[config.mk]
export PLATFORM = sky130hd
export DESIGN_NAME = ocp_pulse_skipper
export DESIGN_NICKNAME = d
export VERILOG_FILES = /design/src/rtl/ocp_pkg.sv /design/src/rtl/ocp_blank_timer.sv /design/src/rtl/ocp_skip_ctrl.sv /design/src/rtl/ocp_pulse_skipper.sv
export SDC_FILE = /design/constraint.sdc
export NUM_CORES = 1
export LEC_CHECK = 0
export BUFFER_PORTS_ARGS = -buffer_cell sky130_fd_sc_hd__buf_2
export CAP_MARGIN = 20
export CORE_ASPECT_RATIO = 0.9
export CORE_UTILIZATION = 56
export CTS_CLUSTER_SIZE = 28
export DETAILED_ROUTE_END_ITERATION = 12
export GPL_ROUTABILITY_DRIVEN = 0
export PLACE_DENSITY = 0.76
export REMOVE_ABC_BUFFERS = 1
export SLEW_MARGIN = 20
export SYNTH_ARGS = -nofsm -noshare
export SYNTH_HDL_FRONTEND = slang
export SYNTH_HIERARCHICAL = 1
export SYNTH_SLANG_ARGS = --single-unit
export TNS_END_PERCENT = 5
[constraint.sdc]
create_clock -name clk -period 2.4 [get_ports clk]
set_clock_uncertainty 0.1 [all_clocks]
set_input_delay 0.48 -clock clk [delete_from_list [all_inputs] [get_ports clk]]
set_output_delay 0.48 -clock clk [all_outputs]
set_load 0.05 [all_outputs]
[src/rtl/ocp_pkg.sv]
package ocp_pkg;

    // Default blanking length: 200 ns at a 250 MHz clock
    localparam int DEF_BLANK_CYC = 50;
    localparam int DEF_MAX_SKIP  = 7;

    // Verdict produced once per conduction pulse
    typedef struct packed {
        logic over;   // pulse cut by overcurrent
        logic clean;  // pulse judged clean
    } ocp_verdict_t;

    function automatic int skip_up(input int cur, input int lim);
        return (cur >= lim) ? lim : cur + 1;
    endfunction

    function automatic int skip_down(input int cur);
        return (cur == 0) ? 0 : cur - 1;
    endfunction

endpackage

[src/rtl/ocp_blank_timer.sv]
module ocp_blank_timer
    import ocp_pkg::*;
#(
    parameter int BLANK_CYC = DEF_BLANK_CYC,
    localparam int BW = $clog2(BLANK_CYC + 1)
) (
    input  logic         clk,
    input  logic         rst,
    input  logic         cycle_start,
    input  logic         gate_on,
    input  logic         pwm_on,
    input  logic         oc_comp,
    output ocp_verdict_t verdict
);
    localparam logic [BW-1:0] LAST = BW'(BLANK_CYC - 1);

    logic [BW-1:0] on_cnt;
    logic          judged;
    logic          at_end;
    logic          early_off;

    assign at_end    = gate_on && !judged && (on_cnt == LAST);
    assign early_off = !judged && !pwm_on && (on_cnt != '0);

    always_comb begin
        verdict.over  = at_end && oc_comp;
        verdict.clean = (at_end && !oc_comp) || early_off;
    end

    always_ff @(posedge clk) begin
        if (rst) begin
            on_cnt <= '0;
            judged <= 1'b0;
        end else if (cycle_start) begin
            on_cnt <= '0;
            judged <= 1'b0;
        end else if (verdict.over || verdict.clean) begin
            judged <= 1'b1;
        end else if (gate_on && !judged) begin
            on_cnt <= on_cnt + 1'b1;
        end
    end


    blank_window_chk: assert property (@(posedge clk) disable iff (rst)
        (gate_on && !judged && on_cnt < LAST) |-> !verdict.over);


    one_verdict_chk: assert property (@(posedge clk) disable iff (rst)
        (judged && !cycle_start) |-> !(verdict.over || verdict.clean));

endmodule

[src/rtl/ocp_skip_ctrl.sv]
module ocp_skip_ctrl
    import ocp_pkg::*;
#(
    parameter int MAX_SKIP = DEF_MAX_SKIP,
    localparam int SW = $clog2(MAX_SKIP + 1)
) (
    input  logic          clk,
    input  logic          rst,
    input  logic          cycle_start,
    input  ocp_verdict_t  verdict,
    output logic [SW-1:0] skip_count,
    output logic          skipping
);
    logic [SW-1:0] skips_left;
    logic [SW-1:0] count_up;
    logic [SW-1:0] count_dn;

    assign count_up = SW'(skip_up(int'(skip_count), MAX_SKIP));
    assign count_dn = SW'(skip_down(int'(skip_count)));

    always_ff @(posedge clk) begin
        if (rst) begin
            skip_count <= '0;
            skips_left <= '0;
            skipping   <= 1'b0;
        end else begin
            if (verdict.over)
                skip_count <= count_up;
            else if (verdict.clean)
                skip_count <= count_dn;

            if (verdict.over)
                skips_left <= count_up;
            else if (cycle_start && skips_left != '0)
                skips_left <= skips_left - 1'b1;

            if (cycle_start)
                skipping <= (skips_left != '0);
        end
    end


    skip_ceiling_chk: assert property (@(posedge clk) disable iff (rst)
        skip_count <= SW'(MAX_SKIP));


    single_step_chk: assert property (@(posedge clk) disable iff (rst)
        !$stable(skip_count) |->
            (skip_count == $past(skip_count) + 1'b1 || skip_count == $past(skip_count) - 1'b1));


    left_bound_chk: assert property (@(posedge clk) disable iff (rst)
        skips_left <= skip_count);

endmodule

[src/rtl/ocp_pulse_skipper.sv]
module ocp_pulse_skipper
    import ocp_pkg::*;
#(
    parameter int BLANK_CYC = DEF_BLANK_CYC,
    parameter int MAX_SKIP  = DEF_MAX_SKIP,
    localparam int SKIP_W   = $clog2(MAX_SKIP + 1)
) (
    input  logic              clk,
    input  logic              rst,
    input  logic              cycle_start,
    input  logic              pwm_on,
    input  logic              oc_comp,
    output logic              gate_on,
    output logic [SKIP_W-1:0] skip_count,
    output logic              oc_event
);
    ocp_verdict_t verdict;
    logic         skipping;
    logic         cut_off;

    ocp_blank_timer #(.BLANK_CYC(BLANK_CYC)) u_blank (
        .clk         (clk),
        .rst         (rst),
        .cycle_start (cycle_start),
        .gate_on     (gate_on),
        .pwm_on      (pwm_on),
        .oc_comp     (oc_comp),
        .verdict     (verdict)
    );

    ocp_skip_ctrl #(.MAX_SKIP(MAX_SKIP)) u_skip (
        .clk         (clk),
        .rst         (rst),
        .cycle_start (cycle_start),
        .verdict     (verdict),
        .skip_count  (skip_count),
        .skipping    (skipping)
    );

    always_ff @(posedge clk) begin
        if (rst) begin
            cut_off  <= 1'b0;
            oc_event <= 1'b0;
        end else begin
            oc_event <= verdict.over;
            if (cycle_start)
                cut_off <= 1'b0;
            else if (verdict.over)
                cut_off <= 1'b1;
        end
    end

    assign gate_on = pwm_on && !skipping && !cut_off;


    event_gate_off_chk: assert property (@(posedge clk) disable iff (rst)
        oc_event |-> !gate_on);


    event_single_chk: assert property (@(posedge clk) disable iff (rst)
        oc_event |=> !oc_event);


    event_raises_chk: assert property (@(posedge clk) disable iff (rst)
        oc_event |-> (skip_count == SKIP_W'(MAX_SKIP) || skip_count != $past(skip_count, 2)));

endmodule

==> results of run 1 <==
-- synthesized netlist by cell type (2+ instances only) --
cell,count
a211oi_1,2
a21oi_1,4
and2_1,2
and3_1,2
buf_6,2
dfxtp_1,16
ha_1,9
inv_1,9
nand2_1,3
nand3_1,8
nand3_2,2
nor2_1,13
nor3_1,4
nor3b_1,3
o21ai_0,2
o31a_1,3
xor2_1,3
-- placed cells by master, fill, tap and decap left out, types with 3 or more instances in the layout --
master and n:
a21oi_1 4, nor2_1 13, nor3_1 4, clkbuf_4 3
nand3_1 8, nand2_1 3, o31a_1 3, inv_1 9
buf_2 9, xor2_1 3, dfxtp_1 16, nor3b_1 3
ha_1 9
-- worst paths after layout --
check                                       start                    to  slack [ns]  depth (start not counted)
worst max register to register  u_blank/on_cnt[0]  u_skip/skips_left[1]        0.18                          7
worst min register to register            cut_off               cut_off        0.44                          2
worst min-delay path                  cycle_start               cut_off        0.34                          2
worst max-delay path            u_blank/on_cnt[0]  u_skip/skips_left[1]        0.18                          7
-- sequential cells by signal, indices dropped and copies added (netlist names) --
name / flops
cut_off: 1
oc_event: 1
u_blank/on_cnt: 6
u_skip/skip_count: 3
u_blank/judged: 1
u_skip/skipping: 1
u_skip/skips_left: 3
-- routing by layer --
layer | up-vias | wire length, microns
met4 | 0 | 46
li1 | 411 | -
met3 | 5 | 60
met1 | 375 | 903
met5 | - | 0
met2 | 16 | 963
-- kinds of logic (layout without fill, tap and decap cells) --
group,after synthesis,in the layout
simple gates,48,48
compound gates,20,20
flops,16,16
buf+inv,12,22
fa+ha+maj,9,9
xor+xnor,3,3
mux,2,2
-- area by class of cell --
type	instances	area (sq um)	area share
Tap cell	24	30.0	0.0280
Multi-Input combinational cell	82	614	0.572
Inverter	9	33.8	0.0315
Sequential cell	16	320	0.298
Clock buffer	3	22.5	0.0210
Timing Repair Buffer	10	52.6	0.0490
-- power by group --
part           internal, W  switching (W)  leakage [nW]
combinational    0.0000961       0.000132         0.295
clock            0.0000585      0.0000872        0.0138
sequential        0.000294      0.0000219         0.129
-- stage by stage --
stage | hold slack, ns | utilization | setup slack, ns | std cells
finish | 0.343 | 0.645 | 0.179 | 144
detailed placement | 0.414 | 0.632 | 0.130 | 141
global route | 0.358 | 0.645 | 0.0344 | 144
global placement | 0.404 | 0.632 | 0.290 | 141
floorplan | 0.373 | - | -0.0409 | 107
CTS | 0.338 | 0.645 | 0.198 | 144
==> results.toml, run 1 <==
[run_status]
status = "completed"

[timing]
maxSlewHeadroom = 0.701
period_share = 0.925
slew_viol_final = 0
worstMarginPinSlew_ns = 0.448
setup_viol = 0
setup-tns-final_ns = 0
grt_setup_unrepaired = "no"
fmax_ghz = 0.450
hold_violations = 0
period_needed_ns = 2.22

[drt]
drt-initial-drc-count = 31
drc_errors = 0
routed_via_density = 5.60
wl_microns = 1970
vias = 807
wire_per_inst_microns = 13.7
dr.pass1.iters = 4
ant_nets = 0

[global_routing]
antenna_found_initial = 0
grtUsageMet3 = 0.0431
busiest_layer = "met2"
grt_overflow = 0
grt_util_met1 = 0.299
grt_max_degree = 13
grt_pass1_vias = 729
track_usage = 0.231
grt_use_met2 = 0.339
grt_pass1_wl_microns = 3180

[synthesis]
synth_cells = 110
yosys_warnings = 6
netlist_area_sq_um = 995
seq_area_frac_synth = 0.322
synth_cell_types = 40
synth-edff-count = 0
synthAdderAreaFrac = 0.113
ys_async_sr_fraction = 0
synth_seq_cells = 16
synth_ff_type = "dfxtp_1"
yosysTopAreaCellShare = 0.322
synth.avg_cell_area_sq_um = 9.04
synth_top_family_by_area = "simple AND/OR/NAND/NOR gates"
synthTopCellsByArea = "dfxtp_1 (32%), ha_1 (11%), nor2_1 (4.9%)"
synth.area.mux_share = 0.0252
yosys.area_share.simple = 0.287
yosysTopAreaCell = "dfxtp_1"
synth_compound_area_frac = 0.166
synth_xor_area_frac = 0.0264

[floorplan]
core_area_sq_um = 1660
die-area_sq_um = 1950
fp.dieH_microns = 42.0
io_pins = 10
start_util = 0.598
die_x_microns = 46.4
rows = 14

[cts]
htree_levels = 1
tritoncts = "built"
cts-resized-gates = 0
cts.clk_slew.worst_paths_ns = 0.09
clockRootBuffer = "clkbuf_4"
numCtsBuffers = 3
postCtsSetupBuffers = 0
cts.sinks = 16
cts_buffer_depth = 2
holdBufCountCts = 0
clk_latency_ns = 0.29

[setup_path]
worstPathMaxFanout = 12
crit_family = "simple AND/OR/NAND/NOR gates"
arrival_ns = 2.36
crit_required_ns = 2.54
cp.buffers_inverters = 1
crit_path_end_kind = "register"
worst_path_max_delay_cell = "and3_1"
start_kind = "register"
critPathKind = "register to register"
max_stage_delay_ns = 0.51
crit_chain = "ha_1, nand3_2, nor3_1, and3_1, inv_1, a211o_1, nand3_1"

[finish]
n_antenna_cell = 0
finalInstanceArea_sq_um = 1070
fin_nets = 136
area_growth_pct = 7.92
fill_cells = 163
drive_gt1_frac = 0.208

[hold_path]
hold_class = "input pin to register"

[placement]
place_area_sq_um = 1050
dp_hpwl_microns = 1460
io_buffer_count = 9

[power_and_ir_drop]
p_total_w = 0.000690
peakVddDrop_mv = 0.525
powerDensity_nw_per_um2 = 643
power.leakage_nw = 0.439

[run]
maxCapViolCount = 0
Power figures use the tool's default switching activity.
==> run 2, diff against run 1 <==
--- a/config.mk
+++ b/config.mk
@@ -8,12 +8,13 @@
 export BUFFER_PORTS_ARGS = -buffer_cell sky130_fd_sc_hd__buf_2
 export CAP_MARGIN = 20
 export CORE_ASPECT_RATIO = 0.9
-export CORE_UTILIZATION = 56
+export CORE_UTILIZATION = 51
 export CTS_CLUSTER_SIZE = 28
 export DETAILED_ROUTE_END_ITERATION = 12
 export GPL_ROUTABILITY_DRIVEN = 0
-export PLACE_DENSITY = 0.76
+export PLACE_DENSITY = 0.73
 export REMOVE_ABC_BUFFERS = 1
+export SKIP_CTS_REPAIR_TIMING = 1
 export SLEW_MARGIN = 20
 export SYNTH_ARGS = -nofsm -noshare
 export SYNTH_HDL_FRONTEND = slang
==> constraint.sdc (replaced) <==
create_clock -name clk -period 2 [get_ports clk]
set_clock_uncertainty 0.1 [all_clocks]
set_input_delay 0.4 -clock clk [delete_from_list [all_inputs] [get_ports clk]]
set_output_delay 0.4 -clock clk [all_outputs]
set_load 0.05 [all_outputs]
==> results.toml, run 2 (synthesis gave the netlist of run 1 again) <==
[finish]
largestRegisters = "u_blank/on_cnt: 6 flops, u_skip/skip_count: 3 flops, u_skip/skips_left: 3 flops"
layout_commonest_cell = "dfxtp_1"
fin_util = 0.643
multi_input_area_sq_um = 631
n_antenna_cell = 0
fill_cells = 153
fin_cells = 148
largest_register_ffs = 6
final_cell_mix = "dfxtp_1 (16), nor2_1 (13), buf_2 (9), inv_1 (9), ha_1 (9)"
regArea_sq_um = 320
fin_nets = 139
largest_register = "u_blank/on_cnt"
drive_gt1_frac = 0.258
area_growth_pct = 13.2

[setup_path]
max_stage_delay_ns = 0.33
r2r_setup_slack_ns = 0.14
crit_required_ns = 2.09
crit_path_end_kind = "register"
crit_family = "simple AND/OR/NAND/NOR gates"
cp.buffers_inverters = 1
start_kind = "register"
critPathKind = "register to register"
rr_worst_depth = 9
cp_num_cells = 9
crit_chain = "inv_1, ha_1, nand3_2, nor3_4, nand3b_1, a21oi_2, nand2_1, and2_1, o31a_1"
worst_path_max_delay_cell = "dfxtp_1"
arrival_ns = 1.95
worstPathMaxFanout = 3

[floorplan]
die-area_sq_um = 2130
rows = 14
fp.dieH_microns = 43.9
io_pins = 10
die_x_microns = 48.6
start_util = 0.568
core_area_sq_um = 1750

[timing]
setup_viol = 0
period_share = 0.931
worstMarginPinSlew_ns = 0.370
period_needed_ns = 1.86
setup_slack_ns = 0.138
fmax_ghz = 0.537
hold_violations = 0
maxSlewHeadroom = 0.753
slew_viol_final = 0
setup-tns-final_ns = 0

[global_routing]
grt_overflow = 0
grt_pass1_wl_microns = 3340
grt_pass1_vias = 769
grt_max_degree = 11
grt_use_met2 = 0.310
antenna_found_initial = 0
grt_util_met1 = 0.290
grtUsageMet3 = 0.0772
track_usage = 0.213
busiest_layer = "met2"

[power_and_ir_drop]
powerDensity_nw_per_um2 = 769
p_total_w = 0.000865
peakVddDrop_mv = 0.590
power.leakage_nw = 0.461

[cts]
cts.clk_slew.worst_paths_ns = 0.10
tritoncts = "built"
cts_buffer_depth = 2
clockRootBuffer = "clkbuf_4"
clk_latency_ns = 0.29
htree_levels = 1
cts.sinks = 16
numCtsBuffers = 3

[drt]
drc_errors = 0
drt-initial-drc-count = 7
wl_microns = 2080
ant_nets = 0
vias = 829
wire_per_inst_microns = 14.0
dr.pass1.iters = 4
routed_via_density = 5.60

[run]
maxCapViolCount = 0

[placement]
pre_cts_ws_ns = -0.0331
dp_cells = 144
io_buffer_count = 9
dp_hpwl_microns = 1440

[hold_path]
hold_depth = 2
hold_class = "input pin to register"

[run_status]
status = "completed"
-- run 2: cell types whose count changed in the layout (fill, tap and decap cells not counted) --
| cell | delta |
|---|---|
| a21oi_1 | -1 |
| a21oi_2 | +1 |
| and3_1 | -1 |
| and3_2 | +1 |
| buf_4 | +3 |
| clkbuf_8 | +1 |
| nor3_1 | -1 |
| nor3_4 | +1 |
-- run 2: final timing paths --
check | startpoint | endpoint
worst min register to register | cut_off | cut_off
worst min-delay path | cycle_start | cut_off
worst max register to register | u_blank/on_cnt[1] | u_skip/skip_count[2]
worst max-delay path | u_blank/on_cnt[1] | u_skip/skip_count[2]
-- run 2: worst reg2reg max path: cells and delay by family, from the launching register on --
| kind | cells | cell delay (ns) |
|---|---|---|
| flip-flops | 1 | 0.33 |
| AO/OA/AOI/OAI | 2 | 0.41 |
| adder cells (fa/ha/maj) | 1 | 0.16 |
| buffers and inverters | 1 | 0.08 |
| AND/OR/NAND/NOR | 5 | 0.69 |
-- run 2: layout make-up --
class / count / area share
multi-input cells: 82 / 0.560
flip-flops and latches: 16 / 0.284
repair buffers: 13 / 0.0667
clock buffers: 4 / 0.0322
inverters: 9 / 0.0300
well taps: 24 / 0.0267
-- run 2: per-stage QoR --
step | instance area [sq um] | hold slack, ns
floorplan | 968 | 0.369
detailed placement | 1070 | 0.422
CTS | 1110 | 0.267
finish | 1130 | 0.278
global placement | 1070 | 0.402
global route | 1130 | 0.274
-- run 2: power by group --
part	internal, W	total (W)	switching (W)
Sequential	0.000353	0.000374	0.0000208
Combinational	0.000117	0.000274	0.000157
Clock	0.000111	0.000218	0.000107
Total	0.000581	0.000865	0.000284
-- run 2: layer usage --
metal / up-vias / share of wire
li1: 418 / -
met1: 397 / 0.52
met2: 12 / 0.43
met3: 2 / 0.038
met4: 0 / 0.0091
met5: - / 0
